## src/rtl/xtalk_pkg.sv

```systemverilog
package xtalk_pkg;

    // Signed ternary transition code
    typedef logic signed [1:0] tcode_t;

    localparam tcode_t TC_HOLD = 2'sb00;
    localparam tcode_t TC_RISE = 2'sb01;
    localparam tcode_t TC_FALL = 2'sb11;

    function automatic tcode_t to_code(input logic now_v, input logic next_v);
        tcode_t c;
        unique case ({now_v, next_v})
            2'b01:   c = TC_RISE;
            2'b10:   c = TC_FALL;
            default: c = TC_HOLD;
        endcase
        return c;
    endfunction

endpackage

```

## src/rtl/xt_victim_rule.sv

```systemverilog
module xt_victim_rule
    import xtalk_pkg::*;
#(
    parameter int                      P_REACH = 3,
    parameter int                      KW      = 8,
    parameter logic [P_REACH*KW-1:0]   K_PACK  = 24'h01_02_04,
    parameter int                      P0      = 5,
    parameter int                      P1      = -3,
    parameter int                      PM1     = 3
) (
    input  tcode_t               self_code,
    input  tcode_t [P_REACH-1:0] near_lo,
    input  tcode_t [P_REACH-1:0] near_hi,
    output logic   [2:0]         flags
);

    int acc;

    always_comb begin
        acc = 0;
        for (int q = 0; q < P_REACH; q++) begin
            acc += int'($signed(K_PACK[q*KW +: KW])) *
                   (int'(near_lo[q]) + int'(near_hi[q]));
        end
    end

    always_comb begin
        flags    = 3'b000;
        flags[0] = (self_code == TC_HOLD) && !((acc > -P0) && (acc < P0));
        flags[1] = (self_code == TC_RISE) && !(acc > P1);
        flags[2] = (self_code == TC_FALL) && !(acc < PM1);
    end

endmodule

```

## config.mk

```make
export PLATFORM = sky130hd
export DESIGN_NAME = xt_victim_rule
export DESIGN_NICKNAME = d
export VERILOG_FILES = /design/src/rtl/xtalk_pkg.sv /design/src/rtl/xt_victim_rule.sv
export SDC_FILE = /design/constraint.sdc
export NUM_CORES = 1
export LEC_CHECK = 0
export ABC_AREA = 1
export BUFFER_PORTS_ARGS = -buffer_cell sky130_fd_sc_hd__buf_2
export CORE_MARGIN = 4
export CORE_UTILIZATION = 30
export DETAILED_ROUTE_END_ITERATION = 6
export GPL_TIMING_DRIVEN = 0
export PLACE_DENSITY = 0.57
export SYNTH_ARGS = -nofsm -noshare
export SYNTH_HDL_FRONTEND = slang
export SYNTH_SLANG_ARGS = --single-unit
```

## constraint.sdc

```tcl
create_clock -name vclk -period 3.74
set_input_delay 0.187 -clock vclk [all_inputs]
set_output_delay 0.187 -clock vclk [all_outputs]
set_load 0.005 [all_outputs]
```

==> impl_metrics.yaml <==
final_layout:
  syn_to_final_growth_pct: 18.27
  finalNetCount: 140
  stdcell_count: 131
  antennaDiodeCount: 0
  multiInputGateArea_um2: 549.3
  drive_gt1_share_pct: 24.04
  fillers: 217
  n_sequential_cell: 0
  final-seq-area_um2: 0
  n_clock_buffer: 0
power:
  switching_share_pct: 57.98
  p_switching_uw: 199.7
  vdd_drop_max_mv: 0.1621
  combPwrFrac_pct: 100.0
  power_density_mw_per_mm2: 447.7
  p_seq_share_pct: 0
  clockPowerShare_pct: 0
  p_leak_nw: 0.4494
  intPower_uw: 144.7
route:
  vias_per_cell: 4.260
  drtIter0Drc: 10
  dr_total_vias: 558
  wl_per_cell_um: 8.519
  drtAntennaViolNets: 0
  drt_wl_total_um: 1116
  remaining_drc_errors: 0
  drt_pass1_iterations: 4
place:
  dp_hpwl_um: 1107
  gp_congestion: 0.7500
  dp.cells: 131
  place.port_buffers: 17
worst_setup_path:
  crit_fanout: 2
  endpoint_kind: "output pin"
  start_kind: "primary input"
  crit_arrival_ns: 3.24
  path_class: "in2out"
  worstPathRequired_ns: 3.55
yosys:
  synth-xor-area-share_pct: 1.346
  ys_warn_count: 0
  synth_compound_area_share_pct: 4.231
  synth_top_family_by_area: "adder cells"
  seq_area_frac_synth_pct: 0
  yosysTopAreaCellShare_pct: 36.92
  yosysMostFrequentCell: "inv_1"
  synth_area_leaders: "fa_1, ha_1, inv_1, nand2_1, nand3_1"
  yosysTopAreaCell: "fa_1"
  synthDistinctLibCells: 16
  synth_fa_ha_area_share_pct: 52.31
  synth_area_per_cell_um2: 7.478
  syn-instance-count: 87
  netlist_area_um2: 650.6
  synth.cells.most_frequent: "inv_1, fa_1, nand2_1, ha_1"
  synth_nets: 121
  synthMuxAreaShare_pct: 0
  synth_simple_gate_area_share_pct: 26.54
floorplan:
  rows: 16
  io_pins: 17
  fp.dieW_um: 54.57
  fp.coreArea_mm2: 0.002002
  start_util_pct: 32.50
  dieArea_mm2: 0.002978
  chipHeight_um: 54.57
timing:
  hold_violations: 0
  min_period_ns: 3.428
  period_share_pct: 91.65
  setup_viol: 0
  tightest_slew_ns: 0.2887
  fmax_mhz: 291.7
  rsz0062_at_grt: "false"
  drv_slew: 0
  fin_setup_tns_ns: 0
  timing.slew.headroom_pct: 80.55
clock_network:
  post_cts_resized: 0
  postCtsSetupBuffers: 0
  holdBufCountCts: 0
global_routing:
  antenna_found_initial: 0
  grt_pass1_vias: 523
  grt_remaining_overflow: 0
  grt_usage_pct: 8.045
  grt_pass1_wl_um: 1849
  grt_max_degree: 6
job:
  cap_viol_max_count: 0
worst_hold_path:
  worstHoldPathType: "in2out"
run_status:
  run_status: "finished, final reports clean"
==> worst max-delay path: stages <==
cell	delay (ns)
buf_2	0.10
ha_1	0.18
inv_1	0.07
fa_1	0.40
inv_1	0.08
fa_1	0.43
fa_1	0.52
fa_1	0.48
xnor2_1	0.21
and2_4	0.18
nand3_2	0.06
nand2_1	0.06
inv_1	0.03
nor2_1	0.09
nor2_1	0.04
buf_2	0.11
==> worst paths after layout <==
kind | from | endpoint | slack [ns] | cells after the start
setup / recovery | near_lo[0] | flags[0] | 0.31 | 16
hold / removal | self_code[1] | flags[2] | 0.70 | 4
==> per-stage QoR <==
step                      total power, mW  hold WS [ns]  utilization [%]  cell area, um2  setup slack (ns)
final                              0.3445        0.7023            38.44           769.5            0.3121
after global routing               0.3994        0.7284            38.44           769.5            0.1070
after CTS                          0.3511        0.7065            38.44           769.5            0.2705
after detailed placement           0.3497        0.7065            38.44           769.5            0.2753
after global placement             0.3419        0.6936            38.44           769.5            0.3006
after floorplan                    0.2819        0.4740                -           650.6            0.6311
==> cells by family after synthesis <==
kind of cell | Yosys count
adders and majority gates | 20
xor gates and xnor gates | 1
buffers and inverters | 26
AOI/OAI and AO/OA | 5
and+or+nand+nor | 35
==> layout make-up <==
class | instances | share of cell area [%]
Timing Repair Buffer | 17 | 11.06
Multi-Input combinational cell | 61 | 71.38
Tap cell | 27 | 4.390
Inverter | 26 | 13.17
==> metal layers <==
layer  GRT usage [%]  routed length, um  vias up
met4               0                  0        0
met1           9.555                507      255
met2           16.73                586        6
met3               0                 22        0
li1                -                  -      297
met5               0                  0        -
==> power by group through the flow <==
stage / clock (mW) / sequential [mW] / combinational, mW
after floorplan: 0 / 0 / 0.282
after global placement: 0 / 0 / 0.342
after CTS: 0 / 0 / 0.351
after global routing: 0 / 0 / 0.399
final: 0 / 0 / 0.344
after detailed placement: 0 / 0 / 0.350
==> placed cells by master (no fill, tap or decap), drive strengths merged, types with 2 or more instances in the layout <==
| master | count |
|---|---|
| a21oi | 2 |
| nand4 | 2 |
| ha | 8 |
| nand2 | 15 |
| a31oi | 2 |
| buf | 17 |
| fa | 12 |
| nand3 | 9 |
| inv | 25 |
| nor2 | 7 |
Note: power is estimated with default switching activity, not from simulation.
